--- src/rtl/opc_dec_pkg.sv ---
package opc_dec_pkg;

    localparam int OPCODE_W = 8;
    localparam int CODE_W   = 6;
    localparam int ALU_W    = 4;
    localparam int SRC_W    = 3;
    localparam int ADDR_W   = 2;
    localparam int PC_W     = 3;
    localparam int COND_W   = 3;
    localparam int SP_W     = 2;
    localparam int NCLR     = 3;

    typedef enum logic [ALU_W-1:0] {
        ALU_PASS = 4'd0,  ALU_ADD = 4'd1,  ALU_SUB = 4'd2,  ALU_AND = 4'd3,
        ALU_OR   = 4'd4,  ALU_XOR = 4'd5,  ALU_NOT = 4'd6,  ALU_NEG = 4'd7,
        ALU_SAR  = 4'd8,  ALU_SAL = 4'd9,  ALU_SHR = 4'd10, ALU_SHL = 4'd11,
        ALU_RRC  = 4'd12, ALU_RLC = 4'd13, ALU_ZERO = 4'd14
    } alu_op_e;

    typedef enum logic [SRC_W-1:0] {
        SRC_B = 3'd0, SRC_MEM = 3'd1, SRC_IMM = 3'd2, SRC_ONE = 3'd3, SRC_PC = 3'd4
    } src_e;

    typedef enum logic [ADDR_W-1:0] {
        ADR_NONE = 2'd0, ADR_IMM = 2'd1, ADR_SP = 2'd2, ADR_SPM1 = 2'd3
    } addr_e;

    typedef enum logic [PC_W-1:0] {
        PC_INC = 3'd0, PC_ABS = 3'd1, PC_REL = 3'd2, PC_ACC = 3'd3, PC_HOLD = 3'd4
    } pc_e;

    typedef enum logic [COND_W-1:0] {
        CND_ALWAYS = 3'd0, CND_Z = 3'd1, CND_OV = 3'd2, CND_C = 3'd3, CND_EQ = 3'd4
    } cond_e;

    typedef enum logic [SP_W-1:0] {
        SP_HOLD = 2'd0, SP_INC = 2'd1, SP_DEC = 2'd2
    } sp_e;

    // Six-bit operation codes
    localparam logic [CODE_W-1:0] OP_ADD_B   = 6'h00;
    localparam logic [CODE_W-1:0] OP_ADD_M   = 6'h01;
    localparam logic [CODE_W-1:0] OP_ADD_I   = 6'h02;
    localparam logic [CODE_W-1:0] OP_SUB_B   = 6'h03;
    localparam logic [CODE_W-1:0] OP_SUB_M   = 6'h04;
    localparam logic [CODE_W-1:0] OP_SUB_I   = 6'h05;
    localparam logic [CODE_W-1:0] OP_INC     = 6'h06;
    localparam logic [CODE_W-1:0] OP_DEC     = 6'h07;
    localparam logic [CODE_W-1:0] OP_AND     = 6'h08;
    localparam logic [CODE_W-1:0] OP_OR      = 6'h09;
    localparam logic [CODE_W-1:0] OP_XOR     = 6'h0A;
    localparam logic [CODE_W-1:0] OP_INV     = 6'h0B;
    localparam logic [CODE_W-1:0] OP_NEG     = 6'h0C;
    localparam logic [CODE_W-1:0] OP_JMP     = 6'h0D;
    localparam logic [CODE_W-1:0] OP_JZ      = 6'h0E;
    localparam logic [CODE_W-1:0] OP_JOV     = 6'h0F;
    localparam logic [CODE_W-1:0] OP_JREL    = 6'h10;
    localparam logic [CODE_W-1:0] OP_JEQ     = 6'h11;
    localparam logic [CODE_W-1:0] OP_CLR_Z   = 6'h12;
    localparam logic [CODE_W-1:0] OP_CLR_OV  = 6'h13;
    localparam logic [CODE_W-1:0] OP_PC_A    = 6'h14;
    localparam logic [CODE_W-1:0] OP_A_PC    = 6'h15;
    localparam logic [CODE_W-1:0] OP_SAR     = 6'h16;
    localparam logic [CODE_W-1:0] OP_SAL     = 6'h17;
    localparam logic [CODE_W-1:0] OP_SHR     = 6'h18;
    localparam logic [CODE_W-1:0] OP_SHL     = 6'h19;
    localparam logic [CODE_W-1:0] OP_LD_A    = 6'h1A;
    localparam logic [CODE_W-1:0] OP_ST_A    = 6'h1B;
    localparam logic [CODE_W-1:0] OP_LD_B_I  = 6'h1C;
    localparam logic [CODE_W-1:0] OP_LD_B_M  = 6'h1D;
    localparam logic [CODE_W-1:0] OP_JC      = 6'h1E;
    localparam logic [CODE_W-1:0] OP_CLR_C   = 6'h1F;
    localparam logic [CODE_W-1:0] OP_ZERO_A  = 6'h20;
    localparam logic [CODE_W-1:0] OP_RRC     = 6'h21;
    localparam logic [CODE_W-1:0] OP_RLC     = 6'h22;
    localparam logic [CODE_W-1:0] OP_PUSH    = 6'h3C;
    localparam logic [CODE_W-1:0] OP_POP     = 6'h3D;
    localparam logic [CODE_W-1:0] OP_NOP     = 6'h3E;
    localparam logic [CODE_W-1:0] OP_HALT    = 6'h3F;

    // Flag-clear strobe i fires for CLR_CODES[i]: 0 = Z, 1 = OV, 2 = C
    localparam logic [CODE_W-1:0] CLR_CODES [NCLR] = '{OP_CLR_Z, OP_CLR_OV, OP_CLR_C};

    typedef struct packed {
        alu_op_e alu;
        src_e    src;
        logic    wr_acc;
        logic    wr_b;
        logic    b_mem;
    } dp_cmd_t;

    typedef struct packed {
        addr_e addr;
        logic  we;
        sp_e   sp;
    } mem_cmd_t;

    typedef struct packed {
        pc_e              pc;
        cond_e            cond;
        logic [NCLR-1:0]  clr;
    } flow_cmd_t;

endpackage

--- src/rtl/opc_dp_dec.sv ---
module opc_dp_dec
    import opc_dec_pkg::*;
(
    input  logic [CODE_W-1:0] code_i,
    output dp_cmd_t           cmd_o
);

    dp_cmd_t cmd_d;

    always_comb begin
        cmd_d = '0;
        unique case (code_i)
            OP_ADD_B:  begin cmd_d.alu = ALU_ADD;  cmd_d.src = SRC_B;   cmd_d.wr_acc = 1'b1; end
            OP_ADD_M:  begin cmd_d.alu = ALU_ADD;  cmd_d.src = SRC_MEM; cmd_d.wr_acc = 1'b1; end
            OP_ADD_I:  begin cmd_d.alu = ALU_ADD;  cmd_d.src = SRC_IMM; cmd_d.wr_acc = 1'b1; end
            OP_SUB_B:  begin cmd_d.alu = ALU_SUB;  cmd_d.src = SRC_B;   cmd_d.wr_acc = 1'b1; end
            OP_SUB_M:  begin cmd_d.alu = ALU_SUB;  cmd_d.src = SRC_MEM; cmd_d.wr_acc = 1'b1; end
            OP_SUB_I:  begin cmd_d.alu = ALU_SUB;  cmd_d.src = SRC_IMM; cmd_d.wr_acc = 1'b1; end
            OP_INC:    begin cmd_d.alu = ALU_ADD;  cmd_d.src = SRC_ONE; cmd_d.wr_acc = 1'b1; end
            OP_DEC:    begin cmd_d.alu = ALU_SUB;  cmd_d.src = SRC_ONE; cmd_d.wr_acc = 1'b1; end
            OP_AND:    begin cmd_d.alu = ALU_AND;  cmd_d.wr_acc = 1'b1; end
            OP_OR:     begin cmd_d.alu = ALU_OR;   cmd_d.wr_acc = 1'b1; end
            OP_XOR:    begin cmd_d.alu = ALU_XOR;  cmd_d.wr_acc = 1'b1; end
            OP_INV:    begin cmd_d.alu = ALU_NOT;  cmd_d.wr_acc = 1'b1; end
            OP_NEG:    begin cmd_d.alu = ALU_NEG;  cmd_d.wr_acc = 1'b1; end
            OP_A_PC:   begin cmd_d.alu = ALU_PASS; cmd_d.src = SRC_PC;  cmd_d.wr_acc = 1'b1; end
            OP_SAR:    begin cmd_d.alu = ALU_SAR;  cmd_d.wr_acc = 1'b1; end
            OP_SAL:    begin cmd_d.alu = ALU_SAL;  cmd_d.wr_acc = 1'b1; end
            OP_SHR:    begin cmd_d.alu = ALU_SHR;  cmd_d.wr_acc = 1'b1; end
            OP_SHL:    begin cmd_d.alu = ALU_SHL;  cmd_d.wr_acc = 1'b1; end
            OP_LD_A:   begin cmd_d.alu = ALU_PASS; cmd_d.src = SRC_MEM; cmd_d.wr_acc = 1'b1; end
            OP_LD_B_I: begin cmd_d.wr_b = 1'b1;    cmd_d.b_mem = 1'b0; end
            OP_LD_B_M: begin cmd_d.wr_b = 1'b1;    cmd_d.b_mem = 1'b1; end
            OP_ZERO_A: begin cmd_d.alu = ALU_ZERO; cmd_d.wr_acc = 1'b1; end
            OP_RRC:    begin cmd_d.alu = ALU_RRC;  cmd_d.wr_acc = 1'b1; end
            OP_RLC:    begin cmd_d.alu = ALU_RLC;  cmd_d.wr_acc = 1'b1; end
            OP_POP:    begin cmd_d.alu = ALU_PASS; cmd_d.src = SRC_MEM; cmd_d.wr_acc = 1'b1; end
            default:   cmd_d = '0;
        endcase
    end

    assign cmd_o = cmd_d;

endmodule

--- src/rtl/opc_mem_dec.sv ---
module opc_mem_dec
    import opc_dec_pkg::*;
(
    input  logic [CODE_W-1:0] code_i,
    output mem_cmd_t          cmd_o
);

    mem_cmd_t cmd_d;

    always_comb begin
        cmd_d = '0;
        unique case (code_i)
            OP_ADD_M, OP_SUB_M, OP_LD_A, OP_LD_B_M: cmd_d.addr = ADR_IMM;
            OP_ST_A: begin
                cmd_d.addr = ADR_IMM;
                cmd_d.we   = 1'b1;
            end
            OP_PUSH: begin
                cmd_d.addr = ADR_SP;
                cmd_d.we   = 1'b1;
                cmd_d.sp   = SP_INC;
            end
            OP_POP: begin
                cmd_d.addr = ADR_SPM1;
                cmd_d.sp   = SP_DEC;
            end
            default: cmd_d = '0;
        endcase
    end

    assign cmd_o = cmd_d;

endmodule

--- src/rtl/opc_flow_dec.sv ---
module opc_flow_dec
    import opc_dec_pkg::*;
(
    input  logic [CODE_W-1:0] code_i,
    output flow_cmd_t         cmd_o
);

    flow_cmd_t       cmd_d;
    logic [NCLR-1:0] clr_d;

    // One comparator per flag-clear strobe
    for (genvar i = 0; i < NCLR; i++) begin : g_clr
        assign clr_d[i] = (code_i == CLR_CODES[i]);
    end

    always_comb begin
        cmd_d      = '0;
        cmd_d.clr  = clr_d;
        unique case (code_i)
            OP_JMP:  begin cmd_d.pc = PC_ABS; cmd_d.cond = CND_ALWAYS; end
            OP_JZ:   begin cmd_d.pc = PC_ABS; cmd_d.cond = CND_Z;      end
            OP_JOV:  begin cmd_d.pc = PC_ABS; cmd_d.cond = CND_OV;     end
            OP_JC:   begin cmd_d.pc = PC_ABS; cmd_d.cond = CND_C;      end
            OP_JEQ:  begin cmd_d.pc = PC_ABS; cmd_d.cond = CND_EQ;     end
            OP_JREL: cmd_d.pc = PC_REL;
            OP_PC_A: cmd_d.pc = PC_ACC;
            OP_HALT: cmd_d.pc = PC_HOLD;
            default: begin
                cmd_d.pc   = PC_INC;
                cmd_d.cond = CND_ALWAYS;
            end
        endcase
    end

    assign cmd_o = cmd_d;

endmodule

--- src/rtl/opc_decoder.sv ---
module opc_decoder
    import opc_dec_pkg::*;
#(
    parameter int OPC_W = OPCODE_W
) (
    input  logic [OPC_W-1:0]  opcode_i,
    output logic [ALU_W-1:0]  alu_op_o,
    output logic [SRC_W-1:0]  src_sel_o,
    output logic              wr_acc_o,
    output logic              wr_b_o,
    output logic              b_src_o,
    output logic [ADDR_W-1:0] addr_sel_o,
    output logic              mem_we_o,
    output logic [PC_W-1:0]   pc_sel_o,
    output logic [COND_W-1:0] br_cond_o,
    output logic [SP_W-1:0]   sp_op_o,
    output logic [NCLR-1:0]   flag_clr_o
);

    localparam int RSVD_W = OPC_W - CODE_W;

    logic [CODE_W-1:0] code;
    logic              rsvd_unused;
    dp_cmd_t           dp_cmd;
    mem_cmd_t          mem_cmd;
    flow_cmd_t         flow_cmd;

    assign code        = opcode_i[CODE_W-1:0];
    assign rsvd_unused = ^opcode_i[OPC_W-1:OPC_W-RSVD_W];

    opc_dp_dec   u_dp   (.code_i(code), .cmd_o(dp_cmd));
    opc_mem_dec  u_mem  (.code_i(code), .cmd_o(mem_cmd));
    opc_flow_dec u_flow (.code_i(code), .cmd_o(flow_cmd));

    assign alu_op_o   = dp_cmd.alu;
    assign src_sel_o  = dp_cmd.src;
    assign wr_acc_o   = dp_cmd.wr_acc;
    assign wr_b_o     = dp_cmd.wr_b;
    assign b_src_o    = dp_cmd.b_mem;
    assign addr_sel_o = mem_cmd.addr;
    assign mem_we_o   = mem_cmd.we;
    assign sp_op_o    = mem_cmd.sp;
    assign pc_sel_o   = flow_cmd.pc;
    assign br_cond_o  = flow_cmd.cond;
    assign flag_clr_o = flow_cmd.clr;

endmodule

--- config.mk ---
export PLATFORM = sky130hd
export DESIGN_NAME = opc_decoder
export DESIGN_NICKNAME = d
export VERILOG_FILES = /design/src/rtl/opc_dec_pkg.sv /design/src/rtl/opc_dp_dec.sv /design/src/rtl/opc_mem_dec.sv /design/src/rtl/opc_flow_dec.sv /design/src/rtl/opc_decoder.sv
export SDC_FILE = /design/constraint.sdc
export NUM_CORES = 1
export LEC_CHECK = 0
export BUFFER_PORTS_ARGS = -buffer_cell sky130_fd_sc_hd__clkbuf_2
export CORE_UTILIZATION = 50
export DETAILED_ROUTE_END_ITERATION = 10
export PLACE_DENSITY = 0.85
export SLEW_MARGIN = 30
export SYNTH_ARGS = -nofsm -noshare
export SYNTH_HDL_FRONTEND = slang
export SYNTH_SLANG_ARGS = --single-unit
export TNS_END_PERCENT = 1
--- constraint.sdc ---
create_clock -name vclk -period 1.5
set_input_delay 0.225 -clock vclk [all_inputs]
set_output_delay 0.225 -clock vclk [all_outputs]
set_load 0.01 [all_outputs]
After elaboration in Yosys (flattened, before gate mapping)
Index checks and enable logic that the tools add are counted.
{ "totals": {"register_bits": 0, "out_inout_bits": 24} }
{ "op_classes": {"n_eq_ne": 37, "muxes": 9, "reduce_logical": 10} }
{ "ops": {"columns": ["op", "count"], "rows": [
  ["== test 6 x 5 -> 1 bit (second input constant)", 16],
  ["one-hot mux 4 bit (14 select lines)", 1],
  ["== test 6 x 4 -> 1 bit (second input constant)", 8],
  ["== test 6 bit (second input constant)", 6],
  ["one-hot mux 3 bit (4 select lines)", 3],
  ["== test 6 x 3 -> 1 bit (second input constant)", 4],
  ["OR reduction 23 bit", 1],
  ["== test 6 x 2 -> 1 bit (second input constant)", 2],
  ["OR reduction 4 bit", 3],
  ["OR reduction 5 bit", 2],
  ["one-hot mux 2 bit (2 select lines)", 2],
  ["== test 6 x 1 -> 1 bit (second input constant)", 1],
  ["logical NOT 6 bit", 1],
  ["one-hot mux 2 bit (3 select lines)", 1],
  ["OR reduction 2 bit", 3],
  ["2-to-1 mux 1 bit", 2]
]} }

Longest topological paths before layout
Gate-level depths: netlist of run 1.
{ "depth": {"word_depth": 3, "mapped_depth": 7, "depth_no_buf": 4} }

Modules after synthesis
From an unflattened synthesis of run 1, not the netlist that was laid out.
{ "unflattened": {"cells_unflattened": 107, "area_unflattened_um2": 640.6} }
{ "modules_own_cells": {"columns": ["module", "instances", "cells_per_inst", "area_each_um2", "seq_area_each_um2"], "rows": [
  ["opc_dp_dec", 1, 65, 396.6, 0.0],
  ["opc_flow_dec", 1, 23, 136.4, 0.0],
  ["opc_mem_dec", 1, 19, 107.6, 0.0]
]} }

Least setup slack after synthesis of run 1
OpenSTA, ideal clock, no wires.
{ "synth_timing": {"path_kind": "input -> output", "startpoint": "input port opcode_i[3]", "endpoint": "output port alu_op_o[1]", "arrival_ns": 1.085, "t_required_ns": 1.275, "path_slack_ns": 0.190, "stages": 4, "path_buffers": 1, "cell_sequence": "buf_6 > nand2b_4 > or4b_1 > o31ai_1"} }
{ "synth_between": {"elab_chain_cells": 3, "elab_cells_between_ends": 23, "cone_classes": "eq/ne (19); mux (1); reduce/logical (3)"} }
{ "synth_rtl": {"columns": ["item", "line", "rtl"], "rows": [
  ["from (decl)", "opc_decoder.sv:6", "input logic [OPC_W-1:0] opcode_i,"],
  ["== test 6 x 2 -> 1 bit (tied with other cells)", "opc_dp_dec.sv:12", "unique case (code_i)"],
  ["OR reduction 4 bit (no source line)", null, null],
  ["one-hot mux 4 bit (14 select lines) (*)", "opc_dp_dec.sv:12", null],
  ["to (decl)", "opc_decoder.sv:7", "output logic [ALU_W-1:0] alu_op_o,"]
]} }
Mark *: on every way between the ends. The rest lies on a longest branch, timed or not.

Worst setup path in the final report of run 1
{ "layout_timing": {"startpoint": "input port opcode_i[4]", "endpoint": "output port pc_sel_o[0]"} }
{ "layout_between": {"elab_chain_cells": 3, "elab_cells_between_ends": 10, "cone_classes": "eq/ne (8); mux (1); reduce/logical (1)"} }
{ "layout_rtl": {"columns": ["item", "line", "rtl"], "rows": [
  ["== test 6 x 4 -> 1 bit or == test 6 x 5 -> 1 bit (tied branches)", "opc_flow_dec.sv:19", "unique case (code_i)"],
  ["OR reduction 5 bit (no source line)", null, null],
  ["one-hot mux 3 bit (4 select lines) (*)", "opc_flow_dec.sv:19", null],
  ["to (decl)", "opc_decoder.sv:14", "output logic [PC_W-1:0] pc_sel_o,"]
]} }
Marks and branches as above.

==> key figures, run 1 <==
Outcome
  – Status: finished, violations left
  – Failing checks: negative setup slack

GRT
  – Vias in the first global route: around 860
  – Met3 Use GR: 1.73%
  – First-pass GRT wire length: 3840 µm
  – Met1 Use GR: between 40% and 50%
  – Gr busiest metal: met2
  – Gr ovfl total: 0
  – Largest net degree at the start of global routing: 12
  – Aggregate global-route resource usage: between 30% and 40%
  – Initial antenna violation count: 0
  – Global routing met2 resource utilization: about 66%

Timing
  – RSZ-0062 raised after global routing: true
  – # setup viols final: 7
  – Relative slew slack: around three quarters
  – Fin crit period: about 1.6 ns
  – Fmax: about 630 MHz
  – Slew @ Worst Pin: between 0.3 and 0.4 ns
  – Part of the cycle the worst path needs: 107%
  – Setup total negative slack: -0.405 ns
  – Final slew viol count: 0
  – Fin. Hold Viols: 0
  – Setup ws final: -0.0989 ns

Synthesis
  – Post-Syn Instances: between 100 and 150
  – Synth top cells by count: nor2_1, nand2_1, buf_6
  – Area leader, netlist: buf_6
  – Post-Syn Nets: around 110
  – Seq/Total Area, Yosys: 0%
  – Area contributors post-synth: buf_6, nor2_1, nand2b_4
  – YS warnings: 0
  – Synth Cell Area: around 700 µm²
  – Syn_area_per_cell: 6.79 µm²
  – Yosys cell types: 44
  – Most numerous cell in the Yosys netlist: nor2_1
  – Synth top area share: approximately an eighth

Placement
  – Placement-stage cell area: 998 µm²
  – Pre-CTS setup slack: -0.116 ns
  – GPL Wtd Cong: 0.837
  – Hpwl dp: between 1500 and 2000 µm
  – PortBufs: 30

Final layout
  – Seq cells: 0
  – Antenna cells: 0
  – P&R area growth vs syn: 65.3%
  – FILL cells: 32
  – Register area: 0 µm²
  – Share of cells above drive strength 1: between 50 and 60%
  – Clock buf count: 0
  – Nets: 162
  – Final Cell Area: approximately 0.0011 mm²

Floorplanning
  – Die area: approximately 0.0015 mm²
  – Io pins: 32
  – Die width: ~40 µm
  – Starting density of the core: slightly below 60%
  – Rows: 12
  – Chip Height: approximately 39 µm
  – Core area: 0.00119 mm²

Route
  – Vias per Instance: just under 7
  – DR vias: approximately 1100
  – Final ANT Viol Nets: 0
  – Per-cell routed wire length: around 20 µm
  – DRC Markers: 0
  – Post-Route WL: between 3000 and 4000 µm
  – 1st-iter DRT viols: 84
  – Drt first pass iters: 5

Worst setup path
  – Worst path required time: roughly 1.3 ns
  – Critical path peak fanout: 11
  – Slowest-stage cell, CP: o32ai_2
  – Worst-path cell chain: clkbuf_4, buf_6, nand2b_1, o32ai_2, a21oi_2, nor2_1, buf_2
  – Delay of the slowest cell on the worst path: approximately 0.28 ns
  – Critical path type: input port to output port
  – Critical path endpoint category: output port
  – Critical Path AT: 1.37 ns
  – CP startpoint kind: input port

Pwr
  – Leak: ~0.53 nW
  – Peak VDD IR: 0.000217 V
  – Cell Pwr Density: between 200 and 300 mW/mm²
  – Total power: around 0.33 mW

Run
  – Max-Cap Viols: 0

Worst hold path
  – HP Class: input port to output port

Clock network
  – Hold-fix buffers, CTS: 0
[critical path: cells and delay by family]
kind            cells  cell delay [ns]
simple gates        2             0.24
compound gates      2             0.38
buf+inv             3             0.52
[cell usage in the layout (no fill, tap or decap), types with 2 or more instances in the layout]
cell / Yosys / routed
o21ai_0: 2 / 2
a21oi_2: 0 / 2
nand2_1: 9 / 9
a31oi_1: 2 / 2
buf_6: 8 / 3
nand2b_4: 3 / 3
buf_2: 3 / 7
nor2b_2: 1 / 2
clkbuf_2: 0 / 18
inv_1: 2 / 2
o22a_1: 2 / 2
a2bb2oi_1: 3 / 3
o22ai_1: 2 / 2
nand3_1: 3 / 3
nand2b_1: 4 / 4
buf_4: 2 / 31
o21ai_1: 2 / 2
buf_12: 0 / 3
nor2b_1: 3 / 2
nor3_1: 7 / 6
nor2_1: 13 / 13
[per-stage QoR]
stage | hold WS, ns | instances | utilization, %
3_3_place_gp | 0.855 | 164 | 84.2
2_1_floorplan | 0.564 | 101 | -
4_1_cts | 0.860 | 164 | 88.4
3_5_place_dp | 0.857 | 164 | 84.2
6_report | 0.820 | 166 | 95.6
5_1_grt | 0.833 | 166 | 95.6
[kinds of logic (layout without fill, tap and decap cells)]
group           Yosys count  after routing  synth area share [%]
mux                       1              1                  1.64
buf+inv                  15             66                  18.6
simple gates             57             57                  49.5
xor+xnor                  1              1                  1.28
compound gates           27             27                  29.0
[per-layer routing]
metal  routed length (µm)  vias to the layer above
li1                     -                      480
met1                 1110                      500
met2                 1590                      122
met3                  360                       24
met4                  206                        0
met5                    0                        -
[timing repair]
item	4_1_cts	5_1_grt
setup buffers	0	2
resized for setup	12	26
setup endpoints to repair	8	11
pin swaps	1	9
[where the power goes]
group          leakage [nW]  internal, mW  switching [mW]
clock network             0             0               0
logic                 0.528         0.155           0.171
registers                 0             0               0
[path summary, 6_finish.rpt]
kind                        start       endpoint  slack (ns)  cells after the start
worst max-delay path  opcode_i[4]    pc_sel_o[0]        -0.1                      7
worst min-delay path  opcode_i[3]  addr_sel_o[1]        0.82                      3
[final cells by class]
type                            count  area, µm²  area share, %
Inverter                            2       7.51          0.662
Multi-Input combinational cell     86        634           56.0
Tap cell                           14       17.5           1.55
Timing Repair Buffer               64        474           41.8
Note: power is estimated with default switching activity, not from simulation.
==> run 2: changes to the inputs <==
PLACE_DENSITY = 0.91   (was 0.85)
==> key figures, run 2 (synthesized netlist as in run 1, its figures left out) <==
Floorplanning
  – Io pins: 32
  – Chip Height: roughly 39 µm
  – Die area: about 0.0015 mm²
  – Starting density of the core: approximately 58%
  – Core area: about 0.0012 mm²
  – Rows: 12
  – Die width: 39.0 µm

Timing
  – Relative slew slack: roughly four fifths
  – Part of the cycle the worst path needs: 101%
  – Setup total negative slack: -0.0182 ns
  – RSZ-0062 raised after global routing: true
  – # setup viols final: 3
  – Slew @ Worst Pin: a little over 0.3 ns
  – Setup ws final: -0.00961 ns
  – Fin. Hold Viols: 0
  – Fin crit period: about 1.5 ns
  – Final slew viol count: 0
  – Fmax: between 600 and 700 MHz

Run
  – Max-Cap Viols: 0

Worst setup path
  – Worst path required time: ~1.3 ns
  – Critical Path AT: approximately 1.3 ns
  – Critical path endpoint category: output port
  – Critical path type: input port to output port
  – Critical path peak fanout: 12
  – CP startpoint kind: input port

Placement
  – Pre-CTS setup slack: -0.0871 ns
  – PortBufs: 30
  – Hpwl dp: 1670 µm
  – GPL Wtd Cong: ~0.9

Route
  – DRC Markers: 0
  – Final ANT Viol Nets: 0
  – Post-Route WL: 2670 µm
  – Drt first pass iters: 5
  – Per-cell routed wire length: roughly 16 µm
  – DR vias: ~1000
  – Vias per Instance: ~6.3
  – 1st-iter DRT viols: 30

Pwr
  – Leak: 0.498 nW
  – Comb pwr share: between 90% and 100%
  – Int Power: approximately 0.15 mW
  – Switching Share: about 51%
  – Peak VDD IR: ~0.00019 V
  – Clock power frac: 0%
  – Total power: between 0.3 and 0.4 mW
  – Seq pwr share: 0%
  – Cell Pwr Density: 278 mW/mm²
  – Switch Pwr: around 0.15 mW

Final layout
  – Nets: around 160
  – Clock buf count: 0
  – Register area: 0 µm²
  – Antenna cells: 0
  – Share of cells above drive strength 1: between 50% and 60%
  – Most frequent cells in the layout: buf_4, clkbuf_2, nor2_1
  – Seq cells: 0
  – P&R area growth vs syn: 57.3%
  – Commonest non-fill, non-tap cell in the layout: buf_4

Outcome
  – Status: finished, violations left
  – Failing checks: negative setup slack

Worst hold path
  – Hold path cells: 3
  – HP Class: input port to output port

GRT
  – First-pass GRT wire length: about 3500 µm
  – Vias in the first global route: around 850
  – Initial antenna violation count: 0
  – Gr ovfl total: 0
  – Largest net degree at the start of global routing: 20
  – Aggregate global-route resource usage: between 30% and 40%

Clock network
  – Hold-fix buffers, CTS: 0
[run 2: worst max-delay path: stages]
cell and delay, ns:
buf_4 0.17, buf_4 0.17, nand2b_1 0.25, nor3_1 0.28
clkbuf_2 0.18
[run 2: final cells by class]
class	count	area [µm²]
Inverter	2	7.51
Tap cell	14	17.5
Timing Repair Buffer	60	450
Fill cell	53	108
Multi-Input combinational cell	86	603
[run 2: final timing paths]
check                  startpoint  slack [ns]            end
worst max-delay path  opcode_i[1]       -0.01   src_sel_o[2]
worst min-delay path  opcode_i[3]        0.83  addr_sel_o[1]
[run 2: power by group through the flow]
stage          Clock, mW  Combinational [mW]  Sequential, mW
4_1_cts                0               0.260               0
3_3_place_gp           0               0.235               0
5_1_grt                0               0.316               0
2_1_floorplan          0               0.164               0
3_5_place_dp           0               0.246               0
6_report               0               0.300               0
[run 2: what timing repair did]
item / in CTS / in global routing
endpoints found under the setup margin: 6 / 7
setup buffers: 0 / 4
resized for setup: 11 / 22
pin swaps: 4 / 7
[run 2: layer usage]
metal	up-vias	track usage, %	share of wire [%]
met5	-	0	0
met1	476	34.8	41
met2	58	65.4	52
li1	470	-	-
met4	0	11.2	2.7
met3	10	1.73	4.7
[run 2: per-stage QoR]
| step | util [%] | hold WS [ns] | cells | cell area (µm²) |
|---|---|---|---|---|
| after detailed placement | 79.3 | 0.838 | 158 | 941 |
| after CTS | 83.4 | 0.810 | 158 | 990 |
| after floorplan | - | 0.564 | 101 | 686 |
| final | 90.9 | 0.828 | 162 | 1080 |
| after global placement | 79.3 | 0.826 | 158 | 941 |
| after global routing | 90.9 | 0.841 | 162 | 1080 |
==> run 3: changes to the inputs <==
==> constraint.sdc (replaced) <==
create_clock -name vclk -period 1.5
set_input_delay 0.225 -clock vclk [all_inputs]
set_output_delay 0.225 -clock vclk [all_outputs]
set_load 0.02 [all_outputs]
==> key figures, run 3 <==
Outcome
  – Status: did not finish
  – Stage reached: global routing (5_1_grt)
  – Log Error: [ERROR DPL-0038] Utilization greater than 100%, impossible to legalize

Synthesis
  – Area contributors post-synth: buf_6, nor2_1, nand2b_4
  – Synth top area share: between 10% and 20%
  – Synth Cell Area: 686 µm²
  – Syn_area_per_cell: between 6 and 7 µm²
  – Seq/Total Area, Yosys: 0%
  – Yosys cell types: 44
  – Post-Syn Instances: just over 100
  – Synth top cells by count: nor2_1, nand2_1, buf_6
  – Post-Syn Nets: 109
  – Area leader, netlist: buf_6
  – Most numerous cell in the Yosys netlist: nor2_1
  – YS warnings: 0

Floorplanning
  – Io pins: 32
  – Chip Height: a little under 40 µm
  – Rows: 12
  – Die width: 39.0 µm
  – Starting density of the core: 57.8%

GRT
  – Largest net degree at the start of global routing: 16

Timing
  – Worst EP kind: top-level output
  – Worst endpoint after global-route timing repair: alu_op_o[0]

Clock network
  – Hold-fix buffers, CTS: 0

Placement
  – DP Cell Count: 165
  – PortBufs: 30
  – Hpwl dp: ~1800 µm
  – GPL Wtd Cong: about 0.90
-- run 3: cell counts after synthesis --
No cell type changed its count.
-- run 3: metrics by stage --
stage	setup slack, ns	cell area [µm²]	setup TNS [ns]
after CTS	-0.0201	1040	-0.0310
after floorplan	0.0377	686	0
after detailed placement	-0.0935	981	-0.534
after global placement	-0.0477	981	-0.118
-- run 3: logic make-up after synthesis --
kind of cell	Yosys count	share of synthesized area [%]
xor gates and xnor gates	1	1.28
buffers and inverters	15	18.6
AOI/OAI and AO/OA	27	29.0
and+or+nand+nor	57	49.5
muxes	1	1.64
-- run 3: timing repair --
item	in CTS
setup endpoints to repair	15
setup buffers	0
pin swaps	2
resized for setup	17
==> run 4: changes to the inputs <==
CORE_AREA = 2 2 63 65   (was unset)
CORE_UTILIZATION = unset   (was 50)
DIE_AREA = 0 0 65 67   (was unset)
PLACE_DENSITY = unset   (was 0.91)
PLACE_DENSITY_LB_ADDON = 0.15   (was unset)
==> key figures, run 4 (synthesized netlist as in run 1, its figures left out) <==
Placement
  – DP Cell Count: between 200 and 250
  – Hpwl dp: slightly above 2000 µm
  – Placement-stage cell area: about 0.0011 mm²
  – Pre-CTS setup slack: -0.152 ns
  – PortBufs: 30
  – GPL Wtd Cong: between 0.7 and 0.8

Timing
  – Fmax: between 600 and 700 MHz
  – Final slew viol count: 0
  – Worst hold slack: ~0.76 ns
  – Part of the cycle the worst path needs: roughly 100%
  – Relative slew slack: roughly four fifths
  – Fin. Hold Viols: 0
  – Fin crit period: approximately 1.5 ns
  – Slew @ Worst Pin: between 0.2 and 0.3 ns
  – Setup ws final: ~0.0022 ns
  – Setup total negative slack: 0 ns
  – RSZ-0062 raised after global routing: true
  – # setup viols final: 0

GRT
  – Initial antenna violation count: 0
  – Gr ovfl total: 0
  – First-pass GRT wire length: 4150 µm
  – Largest net degree at the start of global routing: 13
  – Vias in the first global route: slightly below 900
  – Aggregate global-route resource usage: between 10% and 20%

Pwr
  – Peak VDD IR: 0.000114 V
  – Clock power frac: 0%
  – Comb pwr share: 100.0%
  – Int Power: 0.186 mW
  – Cell Pwr Density: 268 mW/mm²
  – Seq pwr share: 0%
  – Switch Pwr: 0.168 mW
  – Total power: ~0.35 mW
  – Switching Share: between 40% and 50%
  – Leak: slightly below 0.6 nW

Final layout
  – P&R area growth vs syn: 92.5%
  – Most frequent cells in the layout: buf_4, clkbuf_2, nor2_1, nand2_1, buf_6
  – Clock buf count: 0
  – Final Instance Count excl. Fillers: between 200 and 250
  – Commonest non-fill, non-tap cell in the layout: buf_4
  – Antenna cells: 0
  – Final Cell Area: ~0.0013 mm²
  – Register area: 0 µm²
  – Share of cells above drive strength 1: 59.9%
  – Seq cells: 0
  – Layout Utilization: a little over a third
  – FILL cells: between 300 and 400
  – Nets: 172

Outcome
  – Status: completed

Floorplanning
  – Chip Height: approximately 67 µm
  – Rows: 22
  – Die area: 0.00436 mm²
  – Die width: 65 µm
  – Core area: around 0.0036 mm²
  – Starting density of the core: about a fifth
  – Io pins: 32

Worst setup path
  – Critical path endpoint category: output port
  – Worst path required time: ~1.3 ns
  – CP startpoint kind: input port
  – Critical path type: input port to output port
  – Critical path peak fanout: 9
  – Critical Path AT: 1.27 ns

Route
  – Drt first pass iters: 4
  – Final ANT Viol Nets: 0
  – DRC Markers: 0
  – DR vias: roughly 1000
  – Vias per Instance: between 4 and 5
  – Per-cell routed wire length: between 10 and 15 µm
  – 1st-iter DRT viols: 11
  – Post-Route WL: roughly 2500 µm

Run
  – Max-Cap Viols: 0

Worst hold path
  – HP Class: input port to output port
run 4: worst max-delay path, stage by stage:
cell	delay [ns]
buf_12	0.12
buf_8	0.12
or3b_4	0.37
a21oi_2	0.15
a21oi_1	0.05
nor2_1	0.10
buf_4	0.14
run 4: area by class of cell:
class / count / area (µm²) / area share, %
Timing Repair Buffer: 74 / 614 / 46.5
Inverter: 2 / 7.51 / 0.569
Multi-Input combinational cell: 86 / 638 / 48.3
Tap cell: 48 / 60.1 / 4.55
run 4: final timing paths:
path,depth (start not counted),slack [ns],from,end
setup / recovery,7,0.002,opcode_i[3],pc_sel_o[0]
hold / removal,3,0.76,opcode_i[5],wr_b_o
run 4: power by group through the flow:
stage	clock (mW)	combinational, mW	sequential, mW
global placement	0	0.291	0
detailed placement	0	0.292	0
floorplan	0	0.179	0
CTS	0	0.325	0
global route	0	0.383	0
finish	0	0.354	0
run 4: repair_timing:
action | 4_1_cts | 5_1_grt
hold buffers | 0 | 0
resized for setup | 30 | 38
pin swaps | 4 | 6
buffers inserted | 0 | 2
setup endpoints to repair | 15 | 15
run 4: layer usage:
metal / wire (µm) / share of wire [%] / global-route usage (%) / vias up
met5: 0 / 0 / 0 / -
met4: 0 / 0 / 0 / 0
met3: 109 / 4.3 / 0.169 / 0
met2: 1240 / 49 / 20.1 / 25
met1: 1200 / 47 / 16.9 / 461
li1: - / - / - / 497
